`src/rtl/srd_pkg.sv`:
```
`timescale 1ns/1ps
package srd_pkg;
  // Frame layout fixed by the converter's serial protocol.
  localparam int FRAME_BITS = 16;
  localparam int LEAD_BITS  = 4;
  localparam int MAX_RES    = FRAME_BITS - LEAD_BITS;
  localparam int CNT_W      = $clog2(FRAME_BITS + 1);

  typedef enum logic [1:0] {
    ST_IDLE  = 2'd0,
    ST_SETUP = 2'd1,
    ST_SHIFT = 2'd2,
    ST_GAP   = 2'd3
  } rd_state_e;
endpackage

```
`src/rtl/srd_interval.sv`:
```
`timescale 1ns/1ps
// Wrap-around interval counter: done pulses every LIMIT cycles of run.
module srd_interval #(
  parameter int LIMIT = 2
) (
  input  logic clk,
  input  logic rst_n,
  input  logic run,
  output logic done
);
  localparam int W = (LIMIT < 2) ? 1 : $clog2(LIMIT);
  localparam logic [W-1:0] LAST = W'(LIMIT - 1);

  logic [W-1:0] cnt_q;
  logic [W-1:0] cnt_d;

  assign done = run && (cnt_q == LAST);

  always_comb begin
    if (!run || done) begin
      cnt_d = '0;
    end else begin
      cnt_d = cnt_q + 1'b1;
    end
  end

  always_ff @(posedge clk or negedge rst_n) begin
    if (!rst_n) begin
      cnt_q <= '0;
    end else begin
      cnt_q <= cnt_d;
    end
  end

  AST_CNT_IN_RANGE: assert property (@(posedge clk) disable iff (!rst_n)
    cnt_q <= LAST);
endmodule

```
`src/rtl/srd_shifter.sv`:
```
`timescale 1ns/1ps
// Captures the leading bits and the result field, counts every sample.
module srd_shifter
  import srd_pkg::*;
#(
  parameter int RES_BITS = 12
) (
  input  logic                         clk,
  input  logic                         rst_n,
  input  logic                         clear,
  input  logic                         sample_en,
  input  logic                         sdata,
  output logic [LEAD_BITS+RES_BITS-1:0] cap_word,
  output logic [CNT_W-1:0]             bit_cnt
);
  localparam int CAP_W = LEAD_BITS + RES_BITS;
  localparam logic [CNT_W-1:0] CAP_LAST = CNT_W'(CAP_W);
  localparam logic [CNT_W-1:0] FRM_LAST = CNT_W'(FRAME_BITS);

  logic [CAP_W-1:0] word_q, word_d;
  logic [CNT_W-1:0] cnt_q, cnt_d;
  logic             keep_bit;

  // Bits past the result field are counted but not stored.
  assign keep_bit = sample_en && (cnt_q < CAP_LAST);

  always_comb begin
    word_d = word_q;
    cnt_d  = cnt_q;
    if (clear) begin
      cnt_d = '0;
    end else if (sample_en) begin
      cnt_d = cnt_q + 1'b1;
    end
    if (keep_bit) begin
      word_d = {word_q[CAP_W-2:0], sdata};
    end
  end

  always_ff @(posedge clk or negedge rst_n) begin
    if (!rst_n) begin
      word_q <= '0;
      cnt_q  <= '0;
    end else begin
      word_q <= word_d;
      cnt_q  <= cnt_d;
    end
  end

  assign cap_word = word_q;
  assign bit_cnt  = cnt_q;

  AST_NO_EXTRA_SAMPLE: assert property (@(posedge clk) disable iff (!rst_n)
    sample_en |-> (cnt_q < FRM_LAST));
  AST_CLEAR_IDLE: assert property (@(posedge clk) disable iff (!rst_n)
    clear |-> !sample_en);
endmodule

```
`src/rtl/srd_ctrl.sv`:
```
`timescale 1ns/1ps
// Frame sequencer: chip select, serial clock, sample enables, gap and pending request.
module srd_ctrl
  import srd_pkg::*;
#(
  parameter int DIV_HALF   = 2,
  parameter int GAP_CYCLES = 6
) (
  input  logic             clk,
  input  logic             rst_n,
  input  logic             req,
  input  logic             ph_done,
  input  logic             gap_done,
  input  logic [CNT_W-1:0] bit_cnt,
  output logic             ph_run,
  output logic             gap_run,
  output logic             sample_en,
  output logic             launch,
  output logic             finish,
  output logic             cs_n,
  output logic             sclk
);
  localparam logic [CNT_W-1:0] FRM_LAST = CNT_W'(FRAME_BITS);
  localparam int GAP_W = $clog2(GAP_CYCLES + 1);
  localparam int PH_W  = $clog2(DIV_HALF + 1);

  rd_state_e state_q, state_d;
  logic      cs_n_q, cs_n_d;
  logic      sclk_q, sclk_d;
  logic      pend_q, pend_d;
  logic      go;

  assign go      = req || pend_q;
  assign ph_run  = (state_q == ST_SETUP) || (state_q == ST_SHIFT);
  assign gap_run = (state_q == ST_GAP);

  always_comb begin
    state_d   = state_q;
    cs_n_d    = cs_n_q;
    sclk_d    = sclk_q;
    sample_en = 1'b0;
    launch    = 1'b0;
    finish    = 1'b0;
    unique case (state_q)
      ST_IDLE: begin
        if (go) begin
          launch  = 1'b1;
          cs_n_d  = 1'b0;
          state_d = ST_SETUP;
        end
      end
      ST_SETUP: begin
        if (ph_done) begin
          sclk_d    = 1'b0;
          sample_en = 1'b1;
          state_d   = ST_SHIFT;
        end
      end
      ST_SHIFT: begin
        if (ph_done) begin
          if (sclk_q) begin
            sclk_d    = 1'b0;
            sample_en = 1'b1;
          end else if (bit_cnt == FRM_LAST) begin
            finish  = 1'b1;
            cs_n_d  = 1'b1;
            sclk_d  = 1'b1;
            state_d = ST_GAP;
          end else begin
            sclk_d = 1'b1;
          end
        end
      end
      ST_GAP: begin
        if (gap_done) begin
          if (go) begin
            launch  = 1'b1;
            cs_n_d  = 1'b0;
            state_d = ST_SETUP;
          end else begin
            state_d = ST_IDLE;
          end
        end
      end
      default: state_d = ST_IDLE;
    endcase
    pend_d = launch ? 1'b0 : (pend_q || req);
  end

  always_ff @(posedge clk or negedge rst_n) begin
    if (!rst_n) begin
      state_q <= ST_IDLE;
      cs_n_q  <= 1'b1;
      sclk_q  <= 1'b1;
      pend_q  <= 1'b0;
    end else begin
      state_q <= state_d;
      cs_n_q  <= cs_n_d;
      sclk_q  <= sclk_d;
      pend_q  <= pend_d;
    end
  end

  assign cs_n = cs_n_q;
  assign sclk = sclk_q;

  // Checker state: length of the chip-select high run and of each clock phase.
  logic [GAP_W-1:0] chk_hi_q;
  logic             chk_framed_q;
  logic [PH_W-1:0]  chk_ph_q;
  logic             chk_sclk_last_q;

  always_ff @(posedge clk or negedge rst_n) begin
    if (!rst_n) begin
      chk_hi_q        <= '0;
      chk_framed_q    <= 1'b0;
      chk_ph_q        <= '0;
      chk_sclk_last_q <= 1'b1;
    end else begin
      if (!cs_n_q) begin
        chk_hi_q <= '0;
      end else if (chk_hi_q != GAP_W'(GAP_CYCLES)) begin
        chk_hi_q <= chk_hi_q + 1'b1;
      end
      if (finish) begin
        chk_framed_q <= 1'b1;
      end
      if (sclk_q != chk_sclk_last_q) begin
        chk_ph_q <= PH_W'(1);
      end else if (chk_ph_q != PH_W'(DIV_HALF)) begin
        chk_ph_q <= chk_ph_q + 1'b1;
      end
      chk_sclk_last_q <= sclk_q;
    end
  end

  AST_IDLE_LAUNCH: assert property (@(posedge clk) disable iff (!rst_n)
    (state_q == ST_IDLE && req) |=> !cs_n_q);
  AST_PHASE_MIN: assert property (@(posedge clk) disable iff (!rst_n)
    (sclk_q != chk_sclk_last_q) |-> (chk_ph_q >= PH_W'(DIV_HALF)));
  AST_SIXTEEN_FALLS: assert property (@(posedge clk) disable iff (!rst_n)
    $rose(cs_n_q) |-> (bit_cnt == FRM_LAST));
  AST_GAP_MIN: assert property (@(posedge clk) disable iff (!rst_n)
    ($fell(cs_n_q) && chk_framed_q) |-> (chk_hi_q >= GAP_W'(GAP_CYCLES)));
  AST_SCLK_IDLE_HIGH: assert property (@(posedge clk) disable iff (!rst_n)
    cs_n_q |-> sclk_q);
endmodule

```
`src/rtl/sar_read_ctrl.sv`:
```
`timescale 1ns/1ps
module sar_read_ctrl
  import srd_pkg::*;
#(
  parameter int DIV_HALF   = 2,
  parameter int GAP_CYCLES = 6,
  parameter int RES_BITS   = 12
) (
  input  logic                clk,
  input  logic                rst_n,
  input  logic                start_req,
  input  logic                rate_tick,
  input  logic                adc_sdata,
  output logic                adc_cs_n,
  output logic                adc_sclk,
  output logic [RES_BITS-1:0] data_out,
  output logic                data_valid,
  output logic                frame_err
);
  localparam int CAP_W = LEAD_BITS + RES_BITS;

  // Reset: asserted asynchronously, released on the clock.
  logic [1:0] rst_sync_q;
  logic       rst_core_n;

  always_ff @(posedge clk or negedge rst_n) begin
    if (!rst_n) begin
      rst_sync_q <= 2'b00;
    end else begin
      rst_sync_q <= {rst_sync_q[0], 1'b1};
    end
  end
  assign rst_core_n = rst_sync_q[1];

  logic             req;
  logic             ph_run, gap_run, ph_done, gap_done;
  logic             sample_en, launch, finish;
  logic [CAP_W-1:0] cap_word;
  logic [CNT_W-1:0] bit_cnt;

  assign req = start_req || rate_tick;

  srd_interval #(.LIMIT(DIV_HALF)) u_phase (
    .clk  (clk),
    .rst_n(rst_core_n),
    .run  (ph_run),
    .done (ph_done)
  );

  srd_interval #(.LIMIT(GAP_CYCLES)) u_gap (
    .clk  (clk),
    .rst_n(rst_core_n),
    .run  (gap_run),
    .done (gap_done)
  );

  srd_shifter #(.RES_BITS(RES_BITS)) u_shift (
    .clk      (clk),
    .rst_n    (rst_core_n),
    .clear    (launch),
    .sample_en(sample_en),
    .sdata    (adc_sdata),
    .cap_word (cap_word),
    .bit_cnt  (bit_cnt)
  );

  srd_ctrl #(.DIV_HALF(DIV_HALF), .GAP_CYCLES(GAP_CYCLES)) u_ctrl (
    .clk      (clk),
    .rst_n    (rst_core_n),
    .req      (req),
    .ph_done  (ph_done),
    .gap_done (gap_done),
    .bit_cnt  (bit_cnt),
    .ph_run   (ph_run),
    .gap_run  (gap_run),
    .sample_en(sample_en),
    .launch   (launch),
    .finish   (finish),
    .cs_n     (adc_cs_n),
    .sclk     (adc_sclk)
  );

  // Result register, loaded on the edge that raises chip select.
  logic [RES_BITS-1:0] data_q, data_d;
  logic                err_q, err_d;
  logic                vld_q;

  always_comb begin
    data_d = data_q;
    err_d  = err_q;
    if (finish) begin
      data_d = cap_word[RES_BITS-1:0];
      err_d  = |cap_word[CAP_W-1 -: LEAD_BITS];
    end
  end

  always_ff @(posedge clk or negedge rst_core_n) begin
    if (!rst_core_n) begin
      data_q <= '0;
      err_q  <= 1'b0;
      vld_q  <= 1'b0;
    end else begin
      data_q <= data_d;
      err_q  <= err_d;
      vld_q  <= finish;
    end
  end

  assign data_out   = data_q;
  assign frame_err  = err_q;
  assign data_valid = vld_q;

  AST_VALID_AT_CS_RISE: assert property (@(posedge clk) disable iff (!rst_core_n)
    data_valid |-> $rose(adc_cs_n));
  AST_VALID_ONE_CYCLE: assert property (@(posedge clk) disable iff (!rst_core_n)
    data_valid |=> !data_valid);
  AST_RESULT_HELD: assert property (@(posedge clk) disable iff (!rst_core_n)
    !data_valid |-> ($stable(data_out) && $stable(frame_err)));
endmodule

```
`config.mk`:
```
export PLATFORM = sky130hd
export DESIGN_NAME = sar_read_ctrl
export DESIGN_NICKNAME = d
export VERILOG_FILES = /design/src/rtl/srd_pkg.sv /design/src/rtl/srd_interval.sv /design/src/rtl/srd_shifter.sv /design/src/rtl/srd_ctrl.sv /design/src/rtl/sar_read_ctrl.sv
export SDC_FILE = /design/constraint.sdc
export NUM_CORES = 1
export LEC_CHECK = 0
export BUFFER_PORTS_ARGS = -buffer_cell sky130_fd_sc_hd__clkbuf_2
export CORE_ASPECT_RATIO = 1.75
export CORE_UTILIZATION = 44
export DETAILED_ROUTE_END_ITERATION = 16
export HOLD_SLACK_MARGIN = 0.15
export PLACE_DENSITY_LB_ADDON = 0.15
export SLEW_MARGIN = 30
export SYNTH_ARGS = -nofsm -noshare
export SYNTH_HDL_FRONTEND = slang
export SYNTH_SLANG_ARGS = --single-unit
```
`constraint.sdc`:
```
create_clock -name clk -period 1.4 [get_ports clk]
set_input_delay 0.28 -clock clk [delete_from_list [all_inputs] [get_ports clk]]
set_output_delay 0.28 -clock clk [all_outputs]
set_load 0.005 [all_outputs]
```
### After elaboration in Yosys (flattened, before gate mapping)

Cells that the tools add are included.

| storage, ports and cells | value |
|---|---|
| bits in registers | 46 |
| input bits | 5 |
| output and inout port bits | 16 |
| word-level logic and storage cells | 79 |

| cells by class | value |
|---|---|
| add/subtract/negate cells | 3 |
| $lt $le $gt $ge | 1 |
| equality and inequality tests | 11 |
| muxes and demuxes | 34 |
| reduce and logical (&&, ||, !) cells | 18 |

Operators with widths:

| kind | number |
|---|---|
| 2-to-1 mux 1 bit | 20 |
| 2-to-1 mux 2 bit | 6 |
| 2-to-1 mux 5 bit | 2 |
| != test 2 bit (second input constant) | 5 |
| case mux 2 bit (4 select lines) | 1 |
| case mux 1 bit (2 select lines) | 3 |
| AND reduction 6 bit | 1 |
| adder 5 x 1 -> 5 bit (second input constant) | 1 |
| equality test 5 bit (second input constant) | 1 |
| logical OR 1 bit | 5 |
| < comparator 5 bit (second input constant) | 1 |
| AND reduction 5 bit | 1 |
| equality test 2 bit (second input constant) | 2 |
| nonzero test 2 bit | 2 |
| OR reduction 4 bit | 1 |
| adder 3 x 1 -> 3 bit (second input constant) | 1 |
| equality test 3 bit (second input constant) | 1 |
| logical AND 1 bit | 3 |
| 2-to-1 mux 3 bit | 1 |
| case mux 1 bit (3 select lines) | 1 |
| AND reduction 3 bit | 1 |
| nonzero test 3 bit | 1 |
| equality test 2 x 1 -> 1 bit (second input constant) | 1 |
| zero test 1 bit | 2 |
| other kinds (3) | 3 |

### Logic depth before layout (Yosys ltp)

| logic depth | value |
|---|---|
| depth after elaboration | 7 |
| mapped depth | 7 |
| mapped depth without buffers | 6 |

### Modules after synthesis

A second synthesis with hierarchy kept.

| unflattened totals | value |
|---|---|
| cells, all modules | 149 |
| area, all modules | 2,093.3 µm² |

By module, submodules not included:

| module | instances | cells an instance | area an instance (µm²) | sequential area each (µm²) |
|---|---|---|---|---|
| srd_shifter | 1 | 57 | 915.9 | 525.5 |
| sar_read_ctrl | 1 | 34 | 601.8 | 400.4 |
| srd_ctrl | 1 | 42 | 379.1 | 127.6 |
| srd_interval at u_gap | 1 | 13 | 155.1 | 75.1 |
| srd_interval at u_phase | 1 | 3 | 41.3 | 25.0 |

### Least setup slack after synthesis

OpenSTA, ideal clock, no wires.

| timing path | value |
|---|---|
| path type | register to register |
| start point | register u_ctrl.state_q[0] |
| end point | register u_shift.word_q[0] (netlist: u_shift.cap_word[0]) |
| library setup time | 0.125 ns |
| arrival time | 1.802 ns |
| required time | 1.275 ns |
| setup slack | -0.527 ns |
| stages on the path, launching flop included | 7 |
| buffers on the path | 1 |
| period minus slack after synthesis | 1.927 ns |
| cells stage by stage | dfrtp_1 inv_1 ha_1 nand2_2 nor3_4 buf_6 mux2_2 |

| between the ends | value |
|---|---|
| longest elaborated chain between the ends | 6 |
| elaborated cells on any way between the ends | 8 |
| those cells by class | eq/ne (2); mux (3); reduce/logical (3) |

RTL lines:

| what | RTL line | text |
|---|---|---|
| start, declared | srd_ctrl.sv:27 | `rd_state_e state_q, state_d;` |
| start signal, assigned | srd_ctrl.sv:97 | `state_q <= state_d;` |
| equality test 2 x 1 -> 1 bit / equality test 2 bit (equally long branches) | srd_ctrl.sv:34, srd_ctrl.sv:44 |  |
| logical OR 1 bit | srd_ctrl.sv:34 | `assign ph_run = (state_q == ST_SETUP) \|\| (state_q == ST_SHIFT);` |
| logical AND 1 bit | srd_interval.sv:17 | `assign done = run && (cnt_q == LAST);` |
| 2-to-1 mux 1 bit (on tied branches) | srd_ctrl.sv:60, srd_ctrl.sv:53 |  |
| case mux 1 bit (2 select lines) (*) | srd_ctrl.sv:44 | `unique case (state_q)` |
| logical AND 1 bit (*) | srd_shifter.sv:25 | `assign keep_bit = sample_en && (cnt_q < CAP_LAST);` |
| end signal, assigned | srd_shifter.sv:45 | `word_q <= word_d;` |
| end, declared | srd_shifter.sv:20 | `logic [CAP_W-1:0] word_q, word_d;` |

Every way passes the cells marked *; elsewhere a longest branch is shown, timed or not.
A chain may end at the register's enable or synchronous reset.

### Worst setup path after layout

| timing path | value |
|---|---|
| start point | register u_ctrl.state_q[1] |
| end point | register u_shift.word_q[6] (netlist: u_shift.cap_word[6]) |

Same word-level chain as after synthesis.

==> results.md <==
Status:
- The run finished, with violations left.
- The checks that failed: negative setup slack.

Drt:
- The post-detailed-route wirelength per cell is 16.5 um.
- Dividing the detail-routed via count by the number of cells gives 5.15.
- The post-detailed-route count of antenna-violating nets is 0.
- For this run, design rule violations remaining after detail routing come to 0.
- After detailed routing, the total wire length is 4480 um.
- Before antenna repair, the detailed router went through 4 iterations.
- The DRC marker count from the first detailed-route iteration is 13.
- Summing over every cut layer, the via total after detailed routing is 1395.

Timing:
- Of the available clock period, the critical path in the final layout requires 126%.
- The maximum achievable frequency is 568 MHz.
- For the final database, setup skew stands at 0.00484 ns.
- The max-slew violation total from the final report came to 0.
- The post-route worst hold slack is 0.210 ns.
- The final-report hold violation count is 0.
- Setup repair after global routing could not meet its margin everywhere.
- After layout, the worst setup slack is -0.361 ns.
- The final critical-path required period is 1.76 ns.
- The count of final setup violators is 39.

Clock network:
- The H-tree depth is 2.
- The root buffer cell chosen for the clock tree is clkbuf_8.
- The latest clock arrival within the worst-skew pair is 0.29 ns.
- The CTS clock-pin slew for the worst setup and hold paths is 0.08 ns.
- The clock tree from TritonCTS is yes.
- Counting every sink on the clock net gives 46.
- TritonCTS created 5 clock buffers.
- The number of buffers on the longest clock path is 2.

Worst setup path:
- The sort of element at the end of the critical path is a flop.
- Of all nets on the critical path, the largest fanout is 8.
- At the worst endpoint, the required time is 1.58 ns.
- The critical path startpoint category is a flop.
- The classification of the worst setup path is flop to flop.
- The data arrival at the endpoint of the critical path is 1.94 ns.
- The depth of the most critical reg-to-reg path is 7.

Power and ir drop:
- In this run the power density over the cells is 1760 nW/um^2.
- The leakage power is 1.39 nW.
- The worst-case vdd ir drop is 0.00165 V.

Min path:
- The worst hold path belongs to the class primary input to flop.
- The worst hold path stage count is 2.

Synth:
- Counting flops and latches in the post-synthesis netlist gives 46.
- The synthesized net count is 165.
- The sequential-to-total area share from yosys stat is 57.7%.
- After technology mapping, the gate count stands at 151.
- The main flop type after synthesis is dfrtp_1.
- The proportion of synthesized flip-flops having asynchronous set or reset is 100%.
- The number of different library cells in the post-synthesis netlist is 32.
- The total of warnings raised by yosys is 0.
- The average cell area after synthesis is 13.2 um^2.
- After synthesis the cells add up to 2000 um^2.
- The synthesized design contains 0 enable-type register cells.

Flow run:
- Max-cap violations in this run came to 0.

Floorplanning:
- The floorplan has 32 rows.
- The core region is 4360 um^2.
- In this run the count of I/O pins placed on the die edge is 21.
- The starting density of the core is 45.8%.
- The die covers 4830 um^2.
- The x dimension of the die is 53.0 um.
- The vertical die dimension is 91.2 um.

Final layout:
- The layout filler cell count is 318.
- The post-route netlist has 56.4% of its cells at a drive strength greater than 1.
- The relative area change from synthesis to final layout is 45.0%.
- For this run, the number of standard cells in the final layout without fillers is 271.
- At the end of the flow the core is filled with cells to 66.5%.
- The number of antenna diodes in the final layout is 0.
- The final net count is 233.
- Summing all non-filler instances in the final layout gives an area of 2900 um^2.

Placed design:
- After legalization and detailed placement, the total HPWL measured 2760 um.
- The placement-stage cell area is 2440 um^2.
- In this run the tool buffered the top-level ports with 20 buffer cells.
- The total placed cells including tap cells is 249.
- The worst-case setup slack after placement is -0.370 ns.
- Routability-driven placement finished with a final weighted congestion of 0.779.

GRT:
- The first-pass GRT wire length is 6780 um.
- The remaining global-route overflow is 0.
- The number of global-route vias before repair is 1491.
- The number of antenna violations at the first check in global routing came to 0.
- Global routing used 19.4% of the available tracks.
- Entering global routing, the biggest net connects 35 pins.
## report_power, final
part	switching [mW]	internal (mW)	total, mW
sequential	0.190	1.56	1.75
combinational	1.14	1.26	2.40
clock	0.436	0.532	0.969
## critical path, cell delays in order, from the launching register on
cell and delay [ns]:
dfrtp_1 0.38, inv_2 0.07, ha_4 0.31, nand2_4 0.08
nor3_4 0.20, buf_4 0.15, buf_12 0.11, mux2_2 0.33
## path summary, 6_finish.rpt
path,startpoint,to,slack (ns)
worst max register to register,u_ctrl.state_q[1]$_DFFE_PN0P_,u_shift.cap_word[6]$_DFFE_PN0P_,-0.36
worst max-delay path,u_ctrl.state_q[1]$_DFFE_PN0P_,u_shift.cap_word[6]$_DFFE_PN0P_,-0.36
min in group asynchronous,rst_sync_q[1]$_DFF_PN0_,data_out[0]$_DFFE_PN0P_,0.24
worst min register to register,rst_sync_q[1]$_DFF_PN0_,data_out[0]$_DFFE_PN0P_,0.24
max in group asynchronous,rst_sync_q[1]$_DFF_PN0_,u_ctrl.cs_n$_DFFE_PN1P_,0.91
worst min-delay path,adc_sdata,u_shift.cap_word[0]$_DFFE_PN0P_,0.21
## placed cells by master (no fill, tap or decap), types with 3 or more instances in the layout
| cell | synthesis | layout |
|---|---|---|
| mux2_2 | 28 | 8 |
| nor2_2 | 0 | 4 |
| nor2_1 | 12 | 8 |
| dfrtp_1 | 44 | 44 |
| buf_4 | 0 | 32 |
| o21ai_0 | 5 | 3 |
| inv_1 | 7 | 5 |
| mux2_4 | 0 | 20 |
| ha_1 | 9 | 5 |
| nand2_1 | 5 | 5 |
| ha_4 | 0 | 3 |
| xnor2_1 | 4 | 3 |
| buf_6 | 2 | 7 |
| clkbuf_2 | 0 | 19 |
| clkbuf_8 | 0 | 5 |
## synth_stat cells (2+ instances only)
cell | count | area, um^2
mux2_2 | 28 | 315
nor3_1 | 3 | 15.0
dfstp_2 | 2 | 52.6
nor4_1 | 3 | 18.8
xnor2_1 | 4 | 35.0
nand2_1 | 5 | 18.8
nor2_1 | 12 | 45.0
nor2b_1 | 2 | 12.5
dfrtp_1 | 44 | 1100
inv_1 | 7 | 26.3
a21oi_1 | 3 | 15.0
nand2b_1 | 2 | 12.5
ha_1 | 9 | 113
o21ai_0 | 5 | 25.0
buf_6 | 2 | 22.5
nand3_1 | 3 | 15.0
mux2i_1 | 2 | 20.0
## registers in the layout (all words and copies together), names as in the netlist
register,count
u_shift.cap_word,16
u_gap.cnt_q,3
data_valid,1
u_shift.bit_cnt,5
u_ctrl.pend_q,1
frame_err,1
rst_sync_q,2
u_ctrl.state_q,2
u_ctrl.cs_n,1
u_phase.cnt_q,1
data_out,12
u_ctrl.sclk,1
## per-layer routing
metal	wire length, um	track usage (%)
met5	0	0
met4	112	7.68
met3	107	3.85
met2	2610	34.6
met1	1650	21.4
## cell families (layout without fill, tap and decap cells)
family	Yosys count	in the layout	synth area share [%]
fa+ha+maj	9	9	5.63
other cells	1	1	0.187
buf+inv	9	78	2.44
compound gates	15	15	4.82
flops	46	46	57.7
mux	30	30	16.8
simple gates	37	37	10.8
xor+xnor	4	4	1.75
## final cells by class
| class | instances | area [um^2] | share of cell area [%] |
|---|---|---|---|
| multi-input cells | 96 | 1030 | 35.6 |
| inverters | 7 | 26.3 | 0.906 |
| clock buffers | 6 | 72.6 | 2.50 |
| well taps | 51 | 63.8 | 2.20 |
| clock inverters | 2 | 37.5 | 1.29 |
| flip-flops and latches | 46 | 1150 | 39.8 |
| repair buffers | 63 | 514 | 17.7 |
## what timing repair did
| action | 4_1_cts | 5_1_grt |
|---|---|---|
| pin swaps | 3 | 8 |
| cloned | 1 | 1 |
| setup buffers | 2 | 10 |
| hold endpoints to repair | 2 | 0 |
| gates resized for setup | 22 | 30 |
| hold buffers | 1 | 0 |
| endpoints found under the setup margin | 37 | 40 |
## metrics by stage
stage | setup TNS [ns] | power [mW]
floorplan | -10.97 | 2.76
global placement | -8.76 | 3.46
detailed placement | -11.08 | 3.53
CTS | -10.53 | 4.69
global route | -12.81 | 5.42
finish | -10.86 | 5.12
No activity file was read; power rests on OpenSTA's default activity.
